[src/rtl/dnf_pkg.sv]
// Shared definitions for the denormal flush unit.
// Assumes IEEE-754 binary32 layout: sign, biased exponent, fraction.
package dnf_pkg;
    localparam int EXP_W  = 8;
    localparam int FRAC_W = 23;

    typedef enum logic [1:0] {
        RND_NEAR = 2'd0,
        RND_ZERO = 2'd1,
        RND_UP   = 2'd2,
        RND_DOWN = 2'd3
    } rnd_e;
endpackage

[src/rtl/dnf_classify.sv]
// Flags a value as tiny: exponent field all zero, fraction nonzero.
// Assumes the caller passes only the exponent and fraction fields.
module dnf_classify #(
    parameter int EXP_W  = dnf_pkg::EXP_W,
    parameter int FRAC_W = dnf_pkg::FRAC_W
) (
    input  logic [EXP_W-1:0]  exp_i,
    input  logic [FRAC_W-1:0] frac_i,
    output logic              tiny_o
);
    // Tiny detection: zero exponent with a nonzero fraction.
    always_comb tiny_o = (exp_i == '0) && (frac_i != '0);
endmodule

[src/rtl/dnf_operand_flush.sv]
// Replaces a tiny input value by a signed zero when flushing is enabled.
// Otherwise it reports the tiny value as unimplemented.
// Assumes active_i gates whether the value takes part in the operation at all.
module dnf_operand_flush #(
    parameter int EXP_W  = dnf_pkg::EXP_W,
    parameter int FRAC_W = dnf_pkg::FRAC_W,
    localparam int WORD_W = 1 + EXP_W + FRAC_W
) (
    input  logic [WORD_W-1:0] value_i,
    input  logic              active_i,
    input  logic              flush_i,
    output logic [WORD_W-1:0] value_o,
    output logic              unimpl_o
);
    logic tiny;

    dnf_classify #(.EXP_W(EXP_W), .FRAC_W(FRAC_W)) u_cls (
        .exp_i  (value_i[WORD_W-2:FRAC_W]),
        .frac_i (value_i[FRAC_W-1:0]),
        .tiny_o (tiny)
    );

    // Substitute a signed zero or flag the tiny value as unhandled.
    always_comb begin
        value_o  = value_i;
        unimpl_o = 1'b0;
        if (tiny && active_i) begin
            if (flush_i) value_o  = {value_i[WORD_W-1], {(WORD_W-1){1'b0}}};
            else         unimpl_o = 1'b1;
        end
    end
endmodule

[src/rtl/dnf_result_subst.sv]
// Chooses the replacement for a tiny result: either the nearer of zero and the
// smallest normal, or a value picked by the directed rounding mode.
// Assumes nearest_i takes priority over the rounding mode.
module dnf_result_subst #(
    parameter int EXP_W  = dnf_pkg::EXP_W,
    parameter int FRAC_W = dnf_pkg::FRAC_W,
    localparam int WORD_W = 1 + EXP_W + FRAC_W
) (
    input  logic [WORD_W-1:0] value_i,
    input  logic              flush_i,
    input  logic              nearest_i,
    input  dnf_pkg::rnd_e     rnd_i,
    output logic [WORD_W-1:0] value_o,
    output logic              subst_o,
    output logic              unimpl_o
);
    localparam logic [WORD_W-2:0] MIN_MAG = {{(EXP_W-1){1'b0}}, 1'b1, {FRAC_W{1'b0}}};

    logic tiny;
    logic sign;
    logic at_half;
    logic pick_min;

    dnf_classify #(.EXP_W(EXP_W), .FRAC_W(FRAC_W)) u_cls (
        .exp_i  (value_i[WORD_W-2:FRAC_W]),
        .frac_i (value_i[FRAC_W-1:0]),
        .tiny_o (tiny)
    );

    // Magnitude is at least half the smallest normal when the top fraction bit is set.
    always_comb begin
        sign    = value_i[WORD_W-1];
        at_half = value_i[FRAC_W-1];
    end

    // Decide between signed zero and signed smallest normal.
    always_comb begin
        if (nearest_i) pick_min = at_half;
        else           pick_min = ((rnd_i == dnf_pkg::RND_UP)   && !sign) ||
                                  ((rnd_i == dnf_pkg::RND_DOWN) &&  sign);
    end

    // Apply the substitution or report the tiny result as unhandled.
    always_comb begin
        value_o  = value_i;
        subst_o  = 1'b0;
        unimpl_o = 1'b0;
        if (tiny) begin
            if (flush_i || nearest_i) begin
                subst_o = 1'b1;
                value_o = {sign, pick_min ? MIN_MAG : {(WORD_W-1){1'b0}}};
            end else begin
                unimpl_o = 1'b1;
            end
        end
    end
endmodule

[src/rtl/dnf_unit.sv]
// Denormal flush and substitution unit, top level.
// Flushes tiny operands, fused intermediates and results according to three
// mode bits and the rounding mode, then registers everything for one cycle.
// Assumes in_valid is a single-cycle pulse per operation.
module dnf_unit #(
    parameter int EXP_W   = dnf_pkg::EXP_W,
    parameter int FRAC_W  = dnf_pkg::FRAC_W,
    parameter int NUM_OPS = 3,
    localparam int WORD_W = 1 + EXP_W + FRAC_W
) (
    input  logic                      clk,
    input  logic                      rst_n,
    input  logic                      in_valid,
    input  logic                      mode_fs,
    input  logic                      mode_fo,
    input  logic                      mode_fn,
    input  logic [1:0]                rnd_mode,
    input  logic [NUM_OPS*WORD_W-1:0] ops_in,
    input  logic                      fused_in,
    input  logic [WORD_W-1:0]         prod_in,
    input  logic [WORD_W-1:0]         result_in,
    output logic                      out_valid,
    output logic [NUM_OPS*WORD_W-1:0] ops_out,
    output logic [WORD_W-1:0]         prod_out,
    output logic [WORD_W-1:0]         result_out,
    output logic                      flag_underflow,
    output logic                      flag_inexact,
    output logic                      unimpl,
    output logic                      sticky_e
);
    localparam logic [WORD_W-2:0] MIN_MAG = {{(EXP_W-1){1'b0}}, 1'b1, {FRAC_W{1'b0}}};

    logic                      flush_ops;
    logic [NUM_OPS*WORD_W-1:0] ops_c;
    logic [NUM_OPS-1:0]        op_unimpl;
    logic [WORD_W-1:0]         prod_c;
    logic                      prod_unimpl;
    logic [WORD_W-1:0]         res_c;
    logic                      res_subst;
    logic                      res_unimpl;
    logic                      unimpl_c;

    // Operand flushing is enabled by either of the two flush bits.
    always_comb flush_ops = mode_fs | mode_fo;

    // One flush stage per operand.
    for (genvar k = 0; k < NUM_OPS; k++) begin : g_op
        dnf_operand_flush #(.EXP_W(EXP_W), .FRAC_W(FRAC_W)) u_op (
            .value_i  (ops_in[k*WORD_W +: WORD_W]),
            .active_i (1'b1),
            .flush_i  (flush_ops),
            .value_o  (ops_c[k*WORD_W +: WORD_W]),
            .unimpl_o (op_unimpl[k])
        );
    end

    // The fused intermediate is flushed only by mode_fs.
    dnf_operand_flush #(.EXP_W(EXP_W), .FRAC_W(FRAC_W)) u_prod (
        .value_i  (prod_in),
        .active_i (fused_in),
        .flush_i  (mode_fs),
        .value_o  (prod_c),
        .unimpl_o (prod_unimpl)
    );

    dnf_result_subst #(.EXP_W(EXP_W), .FRAC_W(FRAC_W)) u_res (
        .value_i   (result_in),
        .flush_i   (flush_ops),
        .nearest_i (mode_fn),
        .rnd_i     (dnf_pkg::rnd_e'(rnd_mode)),
        .value_o   (res_c),
        .subst_o   (res_subst),
        .unimpl_o  (res_unimpl)
    );

    // Combine every unimplemented source of the operation.
    always_comb unimpl_c = (|op_unimpl) | prod_unimpl | res_unimpl;

    // Output register: data held between operations, flags pulse with out_valid.
    always_ff @(posedge clk) begin
        if (!rst_n) begin
            out_valid      <= 1'b0;
            ops_out        <= '0;
            prod_out       <= '0;
            result_out     <= '0;
            flag_underflow <= 1'b0;
            flag_inexact   <= 1'b0;
            unimpl         <= 1'b0;
            sticky_e       <= 1'b0;
        end else begin
            out_valid      <= in_valid;
            flag_underflow <= in_valid & res_subst;
            flag_inexact   <= in_valid & res_subst;
            unimpl         <= in_valid & unimpl_c;
            if (in_valid) begin
                ops_out    <= ops_c;
                prod_out   <= prod_c;
                result_out <= res_c;
                sticky_e   <= unimpl_c;
            end
        end
    end

    // One out_valid pulse per accepted operation, none otherwise.
    assert_valid_pulse_R9: assert property (@(posedge clk) disable iff (!rst_n)
        in_valid |=> out_valid);
    assert_no_spurious_valid_R9: assert property (@(posedge clk) disable iff (!rst_n)
        !in_valid |=> !out_valid && !flag_underflow && !unimpl);
    // Data and the sticky bit hold while idle.
    assert_hold_idle_R8: assert property (@(posedge clk) disable iff (!rst_n)
        !in_valid |=> $stable(result_out) && $stable(ops_out) && $stable(sticky_e));
    // With every mode bit clear nothing is rewritten.
    assert_passthru_R2: assert property (@(posedge clk) disable iff (!rst_n)
        (in_valid && !mode_fs && !mode_fo && !mode_fn) |=>
        (result_out == $past(result_in)) && (ops_out == $past(ops_in)) && !flag_underflow);
    // Sticky status mirrors the indication of the operation just completed.
    assert_sticky_match_R8: assert property (@(posedge clk) disable iff (!rst_n)
        out_valid |-> (sticky_e == unimpl));
    // A substituted result is a signed zero or signed smallest normal, both flags set.
    assert_subst_value_R7: assert property (@(posedge clk) disable iff (!rst_n)
        flag_underflow |-> flag_inexact &&
        ((result_out[WORD_W-2:0] == '0) || (result_out[WORD_W-2:0] == MIN_MAG)));
    // The result sign always survives.
    assert_sign_kept_R7: assert property (@(posedge clk) disable iff (!rst_n)
        in_valid |=> result_out[WORD_W-1] == $past(result_in[WORD_W-1]));
endmodule

[config.mk]
export PLATFORM = sky130hd
export DESIGN_NAME = dnf_unit
export DESIGN_NICKNAME = d
export VERILOG_FILES = /design/src/rtl/dnf_pkg.sv /design/src/rtl/dnf_classify.sv /design/src/rtl/dnf_operand_flush.sv /design/src/rtl/dnf_result_subst.sv /design/src/rtl/dnf_unit.sv
export SDC_FILE = /design/constraint.sdc
export NUM_CORES = 1
export LEC_CHECK = 0
export CORE_MARGIN = 5
export CORE_UTILIZATION = 30
export CTS_CLUSTER_SIZE = 12
export DETAILED_ROUTE_END_ITERATION = 8
export GPL_TIMING_DRIVEN = 0
export HOLD_SLACK_MARGIN = 0.12
export PLACE_DENSITY = 0.57
export SYNTH_ARGS = -nofsm -noshare
export SYNTH_HDL_FRONTEND = slang
export SYNTH_HIERARCHICAL = 1
export SYNTH_SLANG_ARGS = --single-unit
[constraint.sdc]
create_clock -name clk -period 3 [get_ports clk]
set_input_delay 0.6 -clock clk [delete_from_list [all_inputs] [get_ports clk]]
set_output_delay 0.6 -clock clk [all_outputs]
set_load 0.1 [all_outputs]
After elaboration in Yosys (flattened, before gate mapping)
Index checks and enable logic that the tools add are counted.
{"block": "word_totals", "ff_bits": 164, "latchBits": 0, "ramBits": 0, "romBits": 0, "output_inout_bits": 165, "word_cells": 58, "mem_count": 0}
{"block": "op_classes", "addsub": 0, "mul": 0, "div_mod_pow": 0, "n_lt_le_gt_ge": 0, "n_eq_ne": 2, "shifts": 0, "mux": 22, "bitwise_logic": 5, "reduce_logical": 22}
{"operator": "$mux 31", "count": 10}
{"operator": "$reduce_bool 23->1", "count": 5}
{"operator": "$logic_not 8->1", "count": 5}
{"operator": "$mux 24", "count": 1}
{"operator": "$mux 1", "count": 11}
{"operator": "$logic_and 1x1->1", "count": 8}
{"operator": "$eq 2x2->1 const B", "count": 2}
{"operator": "$or 1x1->1", "count": 3}
{"operator": "$reduce_or 3->1", "count": 1}
{"operator": "$and 1x1->1", "count": 2}
{"operator": "$logic_or 1x1->1", "count": 2}
{"operator": "$logic_not 1->1", "count": 1}

Depth between registers and ports, before layout
Gate-level depths: netlist of run 1.
{"block": "depth", "ltp_word": 7, "ltp_mapped": 8, "depth_no_buf": 8}

Hierarchy
Netlist of run 1, hierarchy kept.
{"mod": "dnf_unit", "n_inst": 1, "cells_each": 530, "area_each_um2": 6184.7, "seq_area_each_um2": 3283.1}
{"mod": "dnf_operand_flush", "n_inst": 4, "cells_each": 38, "area_each_um2": 306.5, "seq_area_each_um2": 0.0}
{"mod": "dnf_classify", "n_inst": 5, "cells_each": 11, "area_each_um2": 67.6, "seq_area_each_um2": 0.0}
{"mod": "dnf_result_subst", "n_inst": 1, "cells_each": 41, "area_each_um2": 286.5, "seq_area_each_um2": 0.0}

Worst setup path before layout of run 1
OpenSTA, ideal clock, no wires.
{"block": "synth_timing", "path_kind": "register to output", "startpoint": "register flag_inexact (netlist name)", "endpoint": "output port flag_underflow", "arrival_ns": 1.356, "path_slack_ns": 1.044, "path_stages_with_launch": 2, "n_path_buf": 1, "cell_sequence": "dfxtp_1 buf_4"}
{"item": "end: declaration", "line_no": "dnf_unit.sv:26", "rtl": "output logic flag_underflow,"}

==> impl_metrics.yaml, run 1 <==
die:
  initial_utilization_pct: 30.2
  dieArea_um2: 30200
  die_w_um: 174
  dieHeight_um: 174
  rows: 60
  core_um2: 26700
  ios: 334
synth:
  syn_inst: 778
  ys_top_cells_by_count: "dfxtp_1, mux2i_1, nor2b_1"
  synth_seq_cells: 164
  synthFlopType: "dfxtp_1"
  synth_top_area_cell: "dfxtp_1"
  synth.most_common_cell: "dfxtp_1"
  syn_area_um2: 8040
  ys_types: 29
  yosysTopAreaCellShare_pct: 40.9
  async_flop_share_pct: 0
  synthTopCellsByArea: "dfxtp_1, mux2i_1, nor2b_1"
  syn_avg_cell_area_um2: 10.3
  synth_warnings: 6
  synth_edf_count: 0
  seq_area_frac_synth_pct: 40.9
worst_hold_path:
  hp-start: "ops_in[63]"
  min_path_cells: 3
  hp-class: "in -> reg"
worst_setup_path:
  cp-startpoint: "flag_inexact$_SDFF_PN0_"
  max_stage_delay_ns: 1.12
  path_depth: 2
  timing.rr.start: "sticky_e$_SDFFE_PN0P_"
  worst-path-max-fanout: 2
  cp-end-kind: "output pin"
  required_ns: 2.40
  start_kind: "flop"
  worstRegToRegCells: 2
  crit_slowest_cell: "clkdlybuf4s50_1"
  critPathBufInv: 2
  cp.arrival_ns: 2.05
  cp_top_family: "buffers and inverters"
  path_class: "reg -> out"
  path_cells: "buf_4 -> clkdlybuf4s50_1"
placed_design:
  io_buffers: 327
  gp_congestion: 0.786
  dp.final_hpwl_mm: 20.6
  place_area_um2: 11800
timing:
  worstMarginPinSlew_ns: 1.07
  relSlewSlack_pct: 28.6
  fin_crit_ns: 2.65
  setup_viol: 0
  finalHoldViolCount: 0
  clock.fmax_mhz: 377
  rsz0062_at_grt: "no"
  tns_ns: 0
  slew_violations: 0
  clock_skew_ns: 0
  finalCritPeriodShare_pct: 88.4
clock_network:
  cts_buffers: 17
  htreeDepth: 4
  ctsHoldBuffers: 0
  cts.repair_timing.setup_buffer_count: 0
  clk_pin_slew_ns: 0.07
  cts_tree: "yes"
  clk_latency_ns: 0.41
  cts.sinks: 164
  cts_resized: 0
  cts-root-buf: "clkbuf_16"
  clockBufferDepth: 2
global_route:
  use_met2_pct: 28.3
  grtUsageMet3_pct: 6.00
  busiest_layer: "met2"
  grt.overflow.total: 0
  grt_pass1_wl_mm: 40.9
  grt_use_total_pct: 17.2
  antenna_found_initial: 0
  gr-usage-met1_pct: 21.0
  grt_pass1_vias: 6868
  grt_max_degree: 17
routing:
  firstDrtPassIters: 4
  drc: 0
  antenna_left: 0
  vias_per_cell: 4.37
  vias: 6485
  post_drt_wl_per_cell_um: 17.7
  drtIter0Drc: 207
  wirelength_mm: 26.2
final_layout:
  seq_area_um2: 3280
  design_area_um2: 12300
  layout-drive-gt1-share_pct: 14.4
  multi_input_area_um2: 4310
  syn_to_final_growth_pct: 53.2
  fillers: 2586
  nets: 1298
power:
  power.leakage_nw: 4.98
  p_per_area_nw_per_um2: 523
  peakVddDrop_mv: 0.240
run:
  cap_violations: 0
status:
  status: "finished, final reports clean"
final timing paths:
kind | to | slack, ns
max | flag_underflow | 0.35
min | ops_out[63]$_SDFFE_PN0P_ | 0.44
max reg2reg | sticky_e$_SDFFE_PN0P_ | 2.34
min reg2reg | ops_out[16]$_SDFFE_PN0P_ | 0.51
worst reg2reg max path: cells and delay by family (launching register included):
family             cells  cell delay (ns)
DFF                    1             0.33
AOI/OAI and AO/OA      2             0.25
flip-flops by register name, indices dropped and copies added (netlist names):
register      cells
sticky_e          1
prod_out         32
result_out       32
unimpl            1
flag_inexact      1
out_valid         1
ops_out          96
power breakdown:
group	switching [mW]	total, mW	internal, mW	leakage, nW
Combinational	1.28	1.96	0.676	3.36
Sequential	0.0661	2.37	2.31	1.35
Clock	0.957	2.11	1.16	0.261
Total	2.30	6.44	4.14	4.98
through the flow:
| step | power (mW) | utilization, % | setup slack [ns] | std cells | hold WS, ns |
|---|---|---|---|---|---|
| 2_1_floorplan | 3.77 | - | 1.04 | 783 | 0.851 |
| 3_3_place_gp | 4.39 | 44.1 | 0.157 | 1451 | 0.494 |
| 3_5_place_dp | 4.39 | 44.1 | 0.166 | 1451 | 0.503 |
| 4_1_cts | 6.55 | 46.2 | 0.315 | 1482 | 0.419 |
| 5_1_grt | 6.73 | 46.2 | 0.304 | 1482 | 0.424 |
| 6_report | 6.44 | 46.2 | 0.349 | 1483 | 0.442 |
per-layer routing:
| metal | part of all wire [%] | vias to the layer above |
|---|---|---|
| met3 | 7.8 | 33 |
| li1 | - | 3290 |
| met5 | 0 | - |
| met1 | 43 | 2944 |
| met4 | 2.3 | 0 |
| met2 | 47 | 218 |
final cells by class:
class                   instances  share of cell area, %
inverters                       1                 0.0305
clock buffers                  19                   3.52
diodes                          1                 0.0203
well taps                     341                   3.47
flip-flops and latches        164                   26.7
multi-input cells             561                   35.0
repair buffers                327                   26.6
plain buffers                  57                   3.70
clock inverters                12                  0.996
cell families (layout without fill, tap and decap cells):
| kind of cell | count (synthesis) | in the layout | synth area share (%) |
|---|---|---|---|
| XOR/XNOR | 1 | 1 | 0.109 |
| flip-flops | 164 | 164 | 40.9 |
| AND/OR/NAND/NOR | 383 | 383 | 32.3 |
| multiplexers | 160 | 160 | 19.9 |
| buffers and inverters | 58 | 416 | 5.71 |
| other | 1 | 7 | 0.0467 |
| AO/OA/AOI/OAI | 11 | 11 | 0.997 |
cell usage in the layout (no fill, tap or decap), types with 3 or more instances in the layout:
| master | n |
|---|---|
| buf_6 | 24 |
| nor2_1 | 5 |
| mux2i_1 | 160 |
| a31oi_1 | 6 |
| nand2_1 | 9 |
| and2_2 | 4 |
| clkinv_4 | 4 |
| and2_4 | 84 |
| nor2b_1 | 160 |
| buf_4 | 16 |
| clkbuf_16 | 17 |
| nor4_1 | 35 |
| and2_1 | 67 |
| nor3_1 | 6 |
| clkbuf_1 | 18 |
| clkinvlp_4 | 3 |
| inv_6 | 4 |
| dfxtp_1 | 164 |
| nand3_2 | 4 |
| clkdlybuf4s50_1 | 327 |
| and4_1 | 5 |
| conb_1 | 6 |
No activity file was read; power rests on OpenSTA's default activity.
==> run 2: changes to the inputs <==
Settings changed: CORE_UTILIZATION 30 to 23, PLACE_DENSITY 0.57 to 0.45.
==> run 2 against run 1 <==
Against the previous run:
- global-route usage fell by 2.7 points
- sequential power barely moved
- flip-flop and latch count did not move
- highest routed layer unchanged
- final area rose by 1.5%
- power rose by 2.4%
- hold slack got worse by 0.016 ns
- combinational power barely moved
==> impl_metrics.yaml, run 2 (synthesis gave the netlist of run 1 again) <==
placed_design:
  dp_slack_ns: 0.0824
  dp.final_hpwl_mm: 22.4
  io_buffers: 327
  gp_congestion: 0.765
  placed_cells: 1565
power:
  combPwrFrac_pct: 29.8
  peakVddDrop_mv: 0.382
  p_per_area_nw_per_um2: 528
  internal_power_mw: 4.31
  p_seq_share_pct: 36.0
  switching_share_pct: 34.6
  power.leakage_nw: 5.01
  p_switching_mw: 2.28
  clock_power_share_pct: 34.2
final_layout:
  layout_common_cells: "clkdlybuf4s50_1, dfxtp_1, mux2i_1, nor2b_1, and2_4"
  fin_util_pct: 36.2
  largest_registers: "ops_out (96), prod_out (32), result_out (32)"
  fin_cells: 1597
  syn_to_final_growth_pct: 55.5
  layout_commonest_cell: "clkdlybuf4s50_1"
  layout-drive-gt1-share_pct: 14.5
  largest_reg_flops: 96
  nets: 1298
  top_register: "ops_out"
worst_hold_path:
  worstHoldEndpoint: "ops_out[31]$_SDFFE_PN0P_"
  hp-class: "in -> reg"
  min_path_cells: 3
  hp-start: "ops_in[31]"
routing:
  drtIter0Drc: 96
  vias_per_cell: 4.07
  post_drt_wl_per_cell_um: 17.9
  vias: 6497
  wirelength_mm: 28.6
  drc: 0
  antenna_left: 0
  firstDrtPassIters: 4
worst_setup_path:
  path_cells: "buf_4 -> clkdlybuf4s50_1"
  required_ns: 2.40
  worstRegToRegCells: 2
  crit_slowest_cell: "clkdlybuf4s50_1"
  timing.rr.start: "sticky_e$_SDFFE_PN0P_"
  r2r-end: "sticky_e$_SDFFE_PN0P_"
  critPathBufInv: 2
  cp-end-kind: "output pin"
  r2r_slack_ns: 2.35
  worst-path-max-fanout: 2
  start_kind: "flop"
  cp_top_family: "buffers and inverters"
  path_class: "reg -> out"
  max_stage_delay_ns: 1.12
  cp.arrival_ns: 2.07
timing:
  finalCritPeriodShare_pct: 89.2
  tns_ns: 0
  worstMarginPinSlew_ns: 1.08
  finalHoldViolCount: 0
  relSlewSlack_pct: 28.0
  slew_violations: 0
  rsz0062_at_grt: "no"
  clock_skew_ns: 0
  clock.fmax_mhz: 374
  setup_viol: 0
  setup_slack_ns: 0.325
  hold-worst-slack_ns: 0.426
  fin_crit_ns: 2.67
clock_network:
  cts-root-buf: "clkbuf_16"
  clk_pin_slew_ns: 0.06
  cts.repair_timing.setup_buffer_count: 0
  cts_buffers: 17
  ctsHoldBuffers: 0
  htreeDepth: 4
  clockBufferDepth: 2
  cts_tree: "yes"
  cts.sinks: 164
  clk_latency_ns: 0.43
  cts_resized: 0
die:
  die_w_um: 197
  dieHeight_um: 197
  rows: 68
  dieArea_um2: 38800
  core_um2: 34500
  initial_utilization_pct: 23.3
  ios: 334
global_route:
  grt_pass1_vias: 6884
  grt_pass1_wl_mm: 43.0
  grt.overflow.total: 0
  antenna_found_initial: 1
  grt_max_degree: 17
  grt_use_total_pct: 14.4
status:
  status: "finished, final reports clean"
run:
  cap_violations: 0
run 2: worst max-delay path by stage:
stage	from	endpoint	slack, ns	depth (start not counted)
2_1_floorplan	flag_inexact$_SDFF_PN0_	flag_underflow	1.04	1
6_report	flag_inexact$_SDFF_PN0_	flag_underflow	0.33	2
4_1_cts	flag_inexact$_SDFF_PN0_	flag_underflow	0.26	2
3_5_place_dp	ops_in[88]	ops_out[90]$_SDFFE_PN0P_	0.08	9
5_1_grt	flag_inexact$_SDFF_PN0_	flag_underflow	0.23	2
3_3_place_gp	ops_in[88]	ops_out[74]$_SDFFE_PN0P_	0.14	9
run 2: routing by layer:
| layer | wire (µm) | global-route usage, % | up-vias |
|---|---|---|---|
| li1 | - | - | 3290 |
| met2 | 13600 | 23.9 | 199 |
| met5 | 0 | 0 | - |
| met1 | 12400 | 17.7 | 2987 |
| met4 | 448 | 4.34 | 0 |
| met3 | 2110 | 5.18 | 21 |
run 2: through the flow:
step | area (µm²) | power (mW)
after detailed placement | 11900 | 4.40
after floorplan | 8050 | 3.77
final | 12500 | 6.60
after CTS | 12500 | 6.72
after global routing | 12500 | 6.89
after global placement | 11900 | 4.41
run 2: area by class of cell:
cell class              instances  area, µm²
repair buffers                327       3270
clock buffers                  23        498
flip-flops and latches        164       3280
plain buffers                  57        455
clock inverters                 8       98.8
fillers                      3596      22000
inverters                       1       3.75
multi-input cells             561       4310
diodes                          1       2.50
well taps                     455        569
run 2: power by group through the flow:
| stage | clock network (mW) | registers, mW | logic, mW |
|---|---|---|---|
| after floorplan | 0 | 3.34 | 0.431 |
| after global placement | 0 | 2.42 | 1.99 |
| after detailed placement | 0 | 2.42 | 1.98 |
| after CTS | 2.36 | 2.38 | 1.99 |
| after global routing | 2.44 | 2.39 | 2.05 |
| final | 2.26 | 2.37 | 1.97 |
run 2: worst register-to-register path: cells and delay by family, from the launching register on:
family             cells  cell delay, ns
AOI/OAI and AO/OA      2            0.21
DFF                    1            0.31
